==> src/rtl/ivt_pkg.sv <==
// Package: shared register indices, control bit positions and sizes for the
// interval timer. Assumes a word-addressed bus with one register per index.
package ivt_pkg;
    localparam int IVT_NUM_REGS = 6;

    localparam int IDX_STATUS  = 0;
    localparam int IDX_CONTROL = 1;
    localparam int IDX_PER_LO  = 2;
    localparam int IDX_PER_HI  = 3;
    localparam int IDX_SNAP_LO = 4;
    localparam int IDX_SNAP_HI = 5;

    localparam int CB_IRQ_EN = 0;
    localparam int CB_REPEAT = 1;
    localparam int CB_START  = 2;
    localparam int CB_STOP   = 3;

    localparam int SB_EXPIRED = 0;
    localparam int SB_RUNNING = 1;
endpackage

==> src/rtl/ivt_bus_decode.sv <==
// Bus decode: turns one access per cycle into per-register write strobes and
// selects the read word. Assumes bus_we is only meaningful with bus_sel.
// Indices at or above NUM_REGS read zero and raise no strobe.
module ivt_bus_decode #(
    parameter int ADDR_W   = 3,
    parameter int DATA_W   = 32,
    parameter int NUM_REGS = 6
) (
    input  logic                             bus_sel,
    input  logic                             bus_we,
    input  logic [ADDR_W-1:0]                bus_addr,
    input  logic [NUM_REGS-1:0][DATA_W-1:0]  rd_words,
    output logic [NUM_REGS-1:0]              wr_stb,
    output logic [DATA_W-1:0]                bus_rdata
);
    // One strobe per register index
    for (genvar gi = 0; gi < NUM_REGS; gi++) begin : g_stb
        assign wr_stb[gi] = bus_sel && bus_we && (bus_addr == ADDR_W'(gi));
    end

    // Read multiplexer; unmapped indices return zero
    always_comb begin
        bus_rdata = '0;
        for (int i = 0; i < NUM_REGS; i++) begin
            if (bus_addr == ADDR_W'(i)) begin
                bus_rdata = rd_words[i];
            end
        end
    end
endmodule

==> src/rtl/ivt_ctrl_regs.sv <==
// Control and reload registers. Holds interrupt enable, repeat mode and the
// reload value as two halves. Produces start and stop pulses for the counter
// and a period-write pulse together with the reload value about to be stored.
// Assumes at most one write strobe is active per cycle.
module ivt_ctrl_regs #(
    parameter int CNT_W  = 32,
    parameter int DATA_W = 32
) (
    input  logic              clk,
    input  logic              rst_n,
    input  logic              ctrl_wr,
    input  logic              per_lo_wr,
    input  logic              per_hi_wr,
    input  logic [DATA_W-1:0] wdata,
    output logic              irq_en_q,
    output logic              repeat_q,
    output logic              start_cmd,
    output logic              stop_cmd,
    output logic              per_wr,
    output logic [CNT_W-1:0]  period_q,
    output logic [CNT_W-1:0]  period_nxt
);
    import ivt_pkg::*;

    localparam int HALF_W = CNT_W / 2;

    logic [1:0]            half_wr;
    logic [1:0][HALF_W-1:0] half_q;
    logic [1:0][HALF_W-1:0] half_nxt;

    assign half_wr = {per_hi_wr, per_lo_wr};

    // Each reload half takes the low bits of the write data on its strobe
    for (genvar gh = 0; gh < 2; gh++) begin : g_half
        assign half_nxt[gh] = half_wr[gh] ? wdata[HALF_W-1:0] : half_q[gh];

        always_ff @(posedge clk) begin
            if (!rst_n) begin
                half_q[gh] <= '1;
            end else begin
                half_q[gh] <= half_nxt[gh];
            end
        end
    end

    assign period_q   = {half_q[1], half_q[0]};
    assign period_nxt = {half_nxt[1], half_nxt[0]};
    assign per_wr     = |half_wr;

    // Mode bits update on any control write
    always_ff @(posedge clk) begin
        if (!rst_n) begin
            irq_en_q <= 1'b0;
            repeat_q <= 1'b0;
        end else if (ctrl_wr) begin
            irq_en_q <= wdata[CB_IRQ_EN];
            repeat_q <= wdata[CB_REPEAT];
        end
    end

    // Command pulses exist only in the write cycle; stop outranks start
    assign stop_cmd  = ctrl_wr && wdata[CB_STOP];
    assign start_cmd = ctrl_wr && wdata[CB_START] && !wdata[CB_STOP];

    logic unused_wdata;
    assign unused_wdata = ^{wdata[DATA_W-1:HALF_W]};
endmodule

==> src/rtl/ivt_counter.sv <==
// Down counter with run control and sticky expiry flag. Decrements while
// running, reloads from the period at zero, stops at zero in one-shot mode.
// A period write reloads the count and halts. Assumes the command pulses come
// from ivt_ctrl_regs, where stop already outranks start.
module ivt_counter #(
    parameter int CNT_W = 32
) (
    input  logic             clk,
    input  logic             rst_n,
    input  logic             per_wr,
    input  logic [CNT_W-1:0] period_q,
    input  logic [CNT_W-1:0] period_nxt,
    input  logic             repeat_q,
    input  logic             start_cmd,
    input  logic             stop_cmd,
    input  logic             stat_wr,
    output logic [CNT_W-1:0] cnt_q,
    output logic             run_q,
    output logic             expired_q,
    output logic             expire_evt
);
    logic at_zero;

    assign at_zero    = (cnt_q == '0);
    assign expire_evt = run_q && at_zero && !per_wr;

    // Count register: reload on period write or expiry, else step down
    always_ff @(posedge clk) begin
        if (!rst_n) begin
            cnt_q <= '1;
        end else if (per_wr) begin
            cnt_q <= period_nxt;
        end else if (run_q) begin
            cnt_q <= at_zero ? period_q : cnt_q - 1'b1;
        end
    end

    // Run state: period write and stop halt, start runs, one-shot ends at zero
    always_ff @(posedge clk) begin
        if (!rst_n) begin
            run_q <= 1'b0;
        end else if (per_wr || stop_cmd) begin
            run_q <= 1'b0;
        end else if (start_cmd) begin
            run_q <= 1'b1;
        end else if (expire_evt && !repeat_q) begin
            run_q <= 1'b0;
        end
    end

    // Expiry flag: set by expiry, cleared by a status write, set wins
    always_ff @(posedge clk) begin
        if (!rst_n) begin
            expired_q <= 1'b0;
        end else if (expire_evt) begin
            expired_q <= 1'b1;
        end else if (stat_wr) begin
            expired_q <= 1'b0;
        end
    end
endmodule

==> src/rtl/ivt_snapshot.sv <==
// Capture register: a strobe copies the full count in one edge so the two
// halves read back coherently. Assumes the strobe lasts one cycle per access.
module ivt_snapshot #(
    parameter int CNT_W = 32
) (
    input  logic             clk,
    input  logic             rst_n,
    input  logic             cap_stb,
    input  logic [CNT_W-1:0] cnt_q,
    output logic [CNT_W-1:0] snap_q
);
    // Hold the captured count until the next strobe
    always_ff @(posedge clk) begin
        if (!rst_n) begin
            snap_q <= '0;
        end else if (cap_stb) begin
            snap_q <= cnt_q;
        end
    end
endmodule

==> src/rtl/ivt_top.sv <==
// Interval timer top: wires bus decode, control registers, down counter and
// capture register, and forms the read words and the interrupt. Assumes one
// bus access per cycle and CNT_W equal to twice the register half width.
module ivt_top #(
    parameter int CNT_W  = 32,
    parameter int DATA_W = 32,
    parameter int ADDR_W = 3
) (
    input  logic              clk,
    input  logic              rst_n,
    input  logic              bus_sel,
    input  logic              bus_we,
    input  logic [ADDR_W-1:0] bus_addr,
    input  logic [DATA_W-1:0] bus_wdata,
    output logic [DATA_W-1:0] bus_rdata,
    output logic              irq_o
);
    import ivt_pkg::*;

    localparam int HALF_W = CNT_W / 2;
    localparam int NREG   = IVT_NUM_REGS;

    logic [NREG-1:0]             wr_stb;
    logic [NREG-1:0][DATA_W-1:0] rd_words;
    logic                        irq_en_q;
    logic                        repeat_q;
    logic                        start_cmd;
    logic                        stop_cmd;
    logic                        per_wr;
    logic [CNT_W-1:0]            period_q;
    logic [CNT_W-1:0]            period_nxt;
    logic [CNT_W-1:0]            cnt_q;
    logic                        run_q;
    logic                        expired_q;
    logic                        expire_evt;
    logic [CNT_W-1:0]            snap_q;

    ivt_bus_decode #(
        .ADDR_W   (ADDR_W),
        .DATA_W   (DATA_W),
        .NUM_REGS (NREG)
    ) u_dec (
        .bus_sel   (bus_sel),
        .bus_we    (bus_we),
        .bus_addr  (bus_addr),
        .rd_words  (rd_words),
        .wr_stb    (wr_stb),
        .bus_rdata (bus_rdata)
    );

    ivt_ctrl_regs #(
        .CNT_W  (CNT_W),
        .DATA_W (DATA_W)
    ) u_ctrl (
        .clk        (clk),
        .rst_n      (rst_n),
        .ctrl_wr    (wr_stb[IDX_CONTROL]),
        .per_lo_wr  (wr_stb[IDX_PER_LO]),
        .per_hi_wr  (wr_stb[IDX_PER_HI]),
        .wdata      (bus_wdata),
        .irq_en_q   (irq_en_q),
        .repeat_q   (repeat_q),
        .start_cmd  (start_cmd),
        .stop_cmd   (stop_cmd),
        .per_wr     (per_wr),
        .period_q   (period_q),
        .period_nxt (period_nxt)
    );

    ivt_counter #(
        .CNT_W (CNT_W)
    ) u_cnt (
        .clk        (clk),
        .rst_n      (rst_n),
        .per_wr     (per_wr),
        .period_q   (period_q),
        .period_nxt (period_nxt),
        .repeat_q   (repeat_q),
        .start_cmd  (start_cmd),
        .stop_cmd   (stop_cmd),
        .stat_wr    (wr_stb[IDX_STATUS]),
        .cnt_q      (cnt_q),
        .run_q      (run_q),
        .expired_q  (expired_q),
        .expire_evt (expire_evt)
    );

    ivt_snapshot #(
        .CNT_W (CNT_W)
    ) u_snap (
        .clk     (clk),
        .rst_n   (rst_n),
        .cap_stb (wr_stb[IDX_SNAP_LO]),
        .cnt_q   (cnt_q),
        .snap_q  (snap_q)
    );

    // Assemble the read words; halves sit in the low bits of each word
    always_comb begin
        rd_words = '0;
        rd_words[IDX_STATUS][SB_EXPIRED] = expired_q;
        rd_words[IDX_STATUS][SB_RUNNING] = run_q;
        rd_words[IDX_CONTROL][CB_IRQ_EN] = irq_en_q;
        rd_words[IDX_CONTROL][CB_REPEAT] = repeat_q;
        rd_words[IDX_PER_LO][HALF_W-1:0] = period_q[HALF_W-1:0];
        rd_words[IDX_PER_HI][HALF_W-1:0] = period_q[CNT_W-1:HALF_W];
        rd_words[IDX_SNAP_LO][HALF_W-1:0] = snap_q[HALF_W-1:0];
        rd_words[IDX_SNAP_HI][HALF_W-1:0] = snap_q[CNT_W-1:HALF_W];
    end

    // Interrupt follows the expiry flag when enabled
    assign irq_o = expired_q && irq_en_q;

    logic unused_stb;
    assign unused_stb = ^{wr_stb[IDX_SNAP_HI], expire_evt};
endmodule

==> config.mk <==
export PLATFORM = sky130hd
export DESIGN_NAME = ivt_top
export DESIGN_NICKNAME = d
export VERILOG_FILES = /design/src/rtl/ivt_pkg.sv /design/src/rtl/ivt_bus_decode.sv /design/src/rtl/ivt_ctrl_regs.sv /design/src/rtl/ivt_counter.sv /design/src/rtl/ivt_snapshot.sv /design/src/rtl/ivt_top.sv
export SDC_FILE = /design/constraint.sdc
export NUM_CORES = 1
export LEC_CHECK = 0
export ABC_CLOCK_PERIOD_IN_PS = 2600
export BUFFER_PORTS_ARGS = -buffer_cell sky130_fd_sc_hd__buf_4
export CAP_MARGIN = 20
export CORE_AREA = 2 2 142 75
export CTS_BUF_LIST = sky130_fd_sc_hd__clkbuf_8
export DETAILED_ROUTE_END_ITERATION = 8
export DIE_AREA = 0 0 144 77
export MAX_ROUTING_LAYER = met4
export PLACE_DENSITY_LB_ADDON = 0.15
export SLEW_MARGIN = 20
export SYNTH_ARGS = -nofsm -noshare
export SYNTH_HDL_FRONTEND = slang
export SYNTH_SLANG_ARGS = --single-unit
export TNS_END_PERCENT = 50
==> constraint.sdc <==
create_clock -name clk -period 2.6 [get_ports clk]
set_input_delay 0.52 -clock clk [delete_from_list [all_inputs] [get_ports clk]]
set_output_delay 0.52 -clock clk [all_outputs]
set_load 0.01 [all_outputs]
**Yosys cells after proc, flatten, opt, wreduce, memory -nomap -nowiden**

Cells that the tools add are included.
W data, S select, Z words.

- Flip-flop bits (word level): 100
- Input bits: 39
- Logic and storage cells: 54

- $add $sub $neg: 1
- Eq/ne operators: 5
- Mux-type cells: 15
- Bitwise logic cells: 1
- Reductions and logical operators: 24

Operators with widths:

| operator | number |
|---|---|
| $mux W16 | 6 |
| $mux W32 | 3 |
| $logic_not A32 Y1 | 1 |
| $sub A32 B1 Y32 const B | 1 |
| $logic_and A1 B1 Y1 | 13 |
| $eq A3 B2 Y1 const B | 2 |
| $eq A3 B3 Y1 const B | 2 |
| $reduce_bool A2 Y1 | 3 |
| $mux W1 | 4 |
| $mux W2 | 2 |
| $reduce_or A2 Y1 | 2 |
| $eq A3 B1 Y1 const B | 1 |
| $logic_not A1 Y1 | 3 |
| $logic_not A3 Y1 | 1 |
| $logic_or A1 B1 Y1 | 1 |
| $not A1 Y1 | 1 |

**Longest topological paths before layout**

- Depth after elaboration: 8
- Gate-level depth with buffers: 9

**By module**

A second synthesis with hierarchy kept.

- Cell total of the unflattened synthesis: 750
- Area total of the unflattened synthesis: 6982.9 sq um

Modules (own cells, without submodules):

| module | instances | cells an instance | area an instance (sq um) |
|---|---|---|---|
| ivt_counter | 1 | 334 | 2441.1 |
| ivt_bus_decode | 1 | 198 | 1853.0 |
| ivt_ctrl_regs | 1 | 113 | 1435.1 |
| ivt_snapshot | 1 | 103 | 1243.7 |
| ivt_top | 1 | 2 | 10.0 |

**Least setup slack after synthesis**

OpenSTA, ideal clock, no wires.

- Path type: input -> output
- Start: in bus_addr[0]
- End: out bus_rdata[10]
- Arrival: 1692 ps
- Required time: 2080 ps
- Slack: 388 ps
- Cell stages on the path: 4
- Cells stage by stage: clkbuf_1 -> buf_1 -> mux2i_1 -> o22ai_1

- Longest elaborated chain between the ends: 5

RTL lines:

| item | line | source |
|---|---|---|
| from (decl) | ivt_top.sv:13 | `input logic [ADDR_W-1:0] bus_addr,` |
| $eq A3 B2 Y1 | ivt_bus_decode.sv:25 | `if (bus_addr == ADDR_W'(i)) begin` |
| $mux W16 (3 in a row) | ivt_bus_decode.sv:25 |  |
| $mux W16 * | ivt_bus_decode.sv:25 |  |
| to (decl) | ivt_top.sv:15 | `output logic [DATA_W-1:0] bus_rdata,` |

Every way passes the cells marked *; elsewhere a longest branch is shown, timed or not.

**Final worst setup path**

- Start: reg u_cnt.cnt_q[15]
- End: reg u_cnt.cnt_q[14]

- Longest elaborated chain between the ends: 4

RTL lines:

| item | line | source |
|---|---|---|
| from (decl) | ivt_counter.sv:17 | `output logic [CNT_W-1:0] cnt_q,` |
| from (signal assigned) | ivt_counter.sv:32 | `cnt_q <= period_nxt;` |
| from (signal assigned) | ivt_counter.sv:34 | `cnt_q <= at_zero ? period_q : cnt_q - 1'b1;` |
| $logic_not A32 Y1 | ivt_counter.sv:24 | `assign at_zero = (cnt_q == '0);` |
| $mux W32 | ivt_counter.sv:34 |  |
| $mux W32 | ivt_counter.sv:33 | `end else if (run_q) begin` |
| $mux W32 | ivt_counter.sv:31 | `end else if (per_wr) begin` |

Every way passes these cells. The select of a mux whose other input is x is not followed.
A chain may end at the register's enable or synchronous reset.

==> results.yml <==
status:
  outcome: "finished, final reports clean"
placement:
  dpl-instance-area_sq_um: 5730
  place_inst: 824
  gp_congestion: 1.03
  portBuffers: 39
  hpwl_um: 11500
synth:
  synth.avg_cell_area_sq_um: 7.95
  synth_warnings: 0
  async_reset_ff_frac: 0
  synth_top_cell_by_area: "dfxtp_1"
  synth_area_leaders: "dfxtp_1 38%, nand2_1 11%, mux2i_1 6.1%"
  ys_types: 63
  syn_inst: 663
  synth-edff-count: 0
  ys_seq_area_frac: 0.380
  synth_flop_cell: "dfxtp_1"
  ys_ff_latch: 100
  synth_top_area_share: 0.380
  synthesis.area_sq_um: 5270
clock_tree:
  clock_latency_ps: 380
  cts.clk_slew.worst_paths_ps: 110
  ctsHoldBuffers: 0
  post_cts_resized: 0
  clkSinkCount: 100
  cts_buffer_depth: 2
  cts_root_buf: "clkbuf_8"
  cts_tree: "done"
  post_cts_buffers: 0
  cts_buffers: 9
  cts_max_level: 3
layout:
  final_cell_mix: "160 x nand2_1, 100 x dfxtp_1, 68 x buf_4"
  fin_nets: 736
  final_cell_area_sq_um: 5920
  layout_commonest_cell: "nand2_1"
  n_antenna_cell: 0
  instances_no_fill: 840
  utilization: 0.601
  drive_gt1_frac: 0.143
  area_growth_pct: 12.3
pwr:
  powerDensity_nw_per_um2: 498
  vdd_drop_max_uv: 254
  power_mw: 2.95
  p_leak_nw: 2.37
die:
  die_y_um: 77
  coreArea_sq_um: 9860
  die_w_um: 144
  dieArea_sq_um: 11100
  initial_core_util: 0.535
  io_pins: 72
  rows: 26
run:
  drv_cap: 0
detailed_routing:
  postRouteAntennaNets: 0
  finalWirelength_um: 16200
  via_per_inst: 6.12
  drt_pass1_iterations: 6
  routedWlPerCell_um: 19.2
  drc: 0
  vias: 5139
  drtIter0Drc: 654
sta:
  worstMarginPinSlew_ps: 696
  finalSetupTns_ps: 0
  finalMaxSlewViolations: 0
  skew_ps: 11.2
  grt_setup_unrepaired: "false"
  period_needed_ps: 2420
  period_share: 0.930
  fmax_mhz: 414
  hold_violations: 0
  slew-limit-headroom: 0.536
  setup_violations: 0
critical_path:
  r2r-end: "u_cnt.cnt_q[14]"
  crit_fanout: 24
  slowest_delay_ps: 630
  cp_data_arrival_time_ps: 2700
  critPathKind: "flip-flop to flip-flop"
  crit_path_start_kind: "flip-flop"
  regToRegSetupSlack_ps: 180
  r2r_start: "u_cnt.cnt_q[15]"
  rr_worst_depth: 7
  cpMaxStageDelayCell: "or4_1"
  cp.required_ps: 2880
  end_kind: "flip-flop"
  path_cells: "or4_1 -> nor3_4 -> nand3_4 -> buf_4 -> nor2_1 -> a211oi_1 -> a221o_1"
worst_hold_path:
  hold_class: "primary input to flip-flop"
  min_to: "u_ctrl.period_q[30]"
  hold_depth: 3
  hp-start: "bus_wdata[14]"
grt:
  grt_max_degree: 69
  grt.overflow.total: 0
  grt_pass1_vias: 4870
  grt_pass1_wl_um: 25900
  grt_use_total: 0.312
  antenna_found_initial: 0
## metal layers
| metal | vias up | global-route usage | wire [um] | share of wire |
|---|---|---|---|---|
| met2 | 281 | 0.445 | 6750 | 0.42 |
| met3 | 35 | 0.0681 | 1600 | 0.099 |
| li1 | 2391 | - | - | - |
| met4 | 0 | 0.101 | 418 | 0.026 |
| met1 | 2432 | 0.439 | 7380 | 0.46 |
| met5 | - | - | 0 | 0 |
## metrics by stage
stage          setup WS [ps]  hold slack (ps)
2_1_floorplan            388              443
3_3_place_gp             303              451
3_5_place_dp             240              455
4_1_cts                  230              374
5_1_grt                 6.99              375
6_report                 182              377
## cell families (layout without fill, tap and decap cells)
group / count (synthesis) / after routing / share of synthesized area
AO/OA/AOI/OAI: 159 / 159 / 0.210
XOR/XNOR: 15 / 15 / 0.0249
adder cells (fa/ha/maj): 2 / 2 / 0.00475
buffers and inverters: 70 / 92 / 0.0672
flip-flops: 100 / 100 / 0.380
multiplexers: 34 / 34 / 0.0693
other: 1 / 16 / 0.000711
AND/OR/NAND/NOR: 282 / 282 / 0.244
## synthesized netlist by cell type, types with 2 or more instances
master and count:
mux4_2 2, nand3_1 42, nor4_2 2, nand2_1 160, xnor2_1 13, a221o_1 16
clkbuf_1 36, xor2_1 2, o311ai_0 2, inv_1 6, nor3_1 18, buf_2 4
mux2i_1 32, dfxtp_1 100, a21o_1 2, a211oi_1 9, a21oi_1 20, and2_1 3
a22oi_1 6, o211ai_1 7, and3_1 2, nor2b_1 2, o22ai_1 16, a31oi_1 6
buf_6 3, nand4_1 3, o41ai_1 2, o21a_1 2, buf_4 17, nor2_1 28
ha_1 2, or3_1 4, o21ai_0 20, a311oi_1 2, or4_1 2, a21boi_0 32
nand2b_1 2, buf_1 4, o21ai_1 8
## worst max-delay path: cells and delay by family, from the launching register on
kind / cells / cell delay, ps
AND/OR/NAND/NOR: 4 / 1330
AO/OA/AOI/OAI: 2 / 360
buffers and inverters: 1 / 250
flip-flops: 1 / 370
## sequential cells by signal (all words and copies together), names as in the netlist
name	flops
u_snap.snap_q	32
u_cnt.run_q	1
u_ctrl.period_q	32
u_ctrl.irq_en_q	1
u_cnt.expired_q	1
u_cnt.cnt_q	32
u_ctrl.repeat_q	1
## power by group
part           switching (mW)  total, mW  internal [mW]
logic                   0.180      0.320          0.141
registers              0.0567       1.64           1.58
clock network           0.618      0.993          0.376
## worst max-delay path by stage
stage                               start               to  slack [ps]  cells after the start
after floorplan               bus_addr[0]    bus_rdata[10]         390                      4
after global placement    u_cnt.cnt_q[15]  u_cnt.cnt_q[24]         300                      6
after detailed placement  u_cnt.cnt_q[15]  u_cnt.cnt_q[14]         240                      7
after CTS                 u_cnt.cnt_q[15]  u_cnt.cnt_q[14]         230                      7
after global routing       u_cnt.cnt_q[5]  u_cnt.cnt_q[26]           7                      5
final                     u_cnt.cnt_q[15]  u_cnt.cnt_q[14]         180                      7
## layout make-up
cell class,count,area (sq um)
clock buffer,9,124
clock inverter,7,68.8
fill,910,3930
inverter,6,22.5
multi-input combinational,508,2980
sequential,100,2000
tap,140,175
timing repair buffer,70,551
Power figures use the tool's default switching activity.
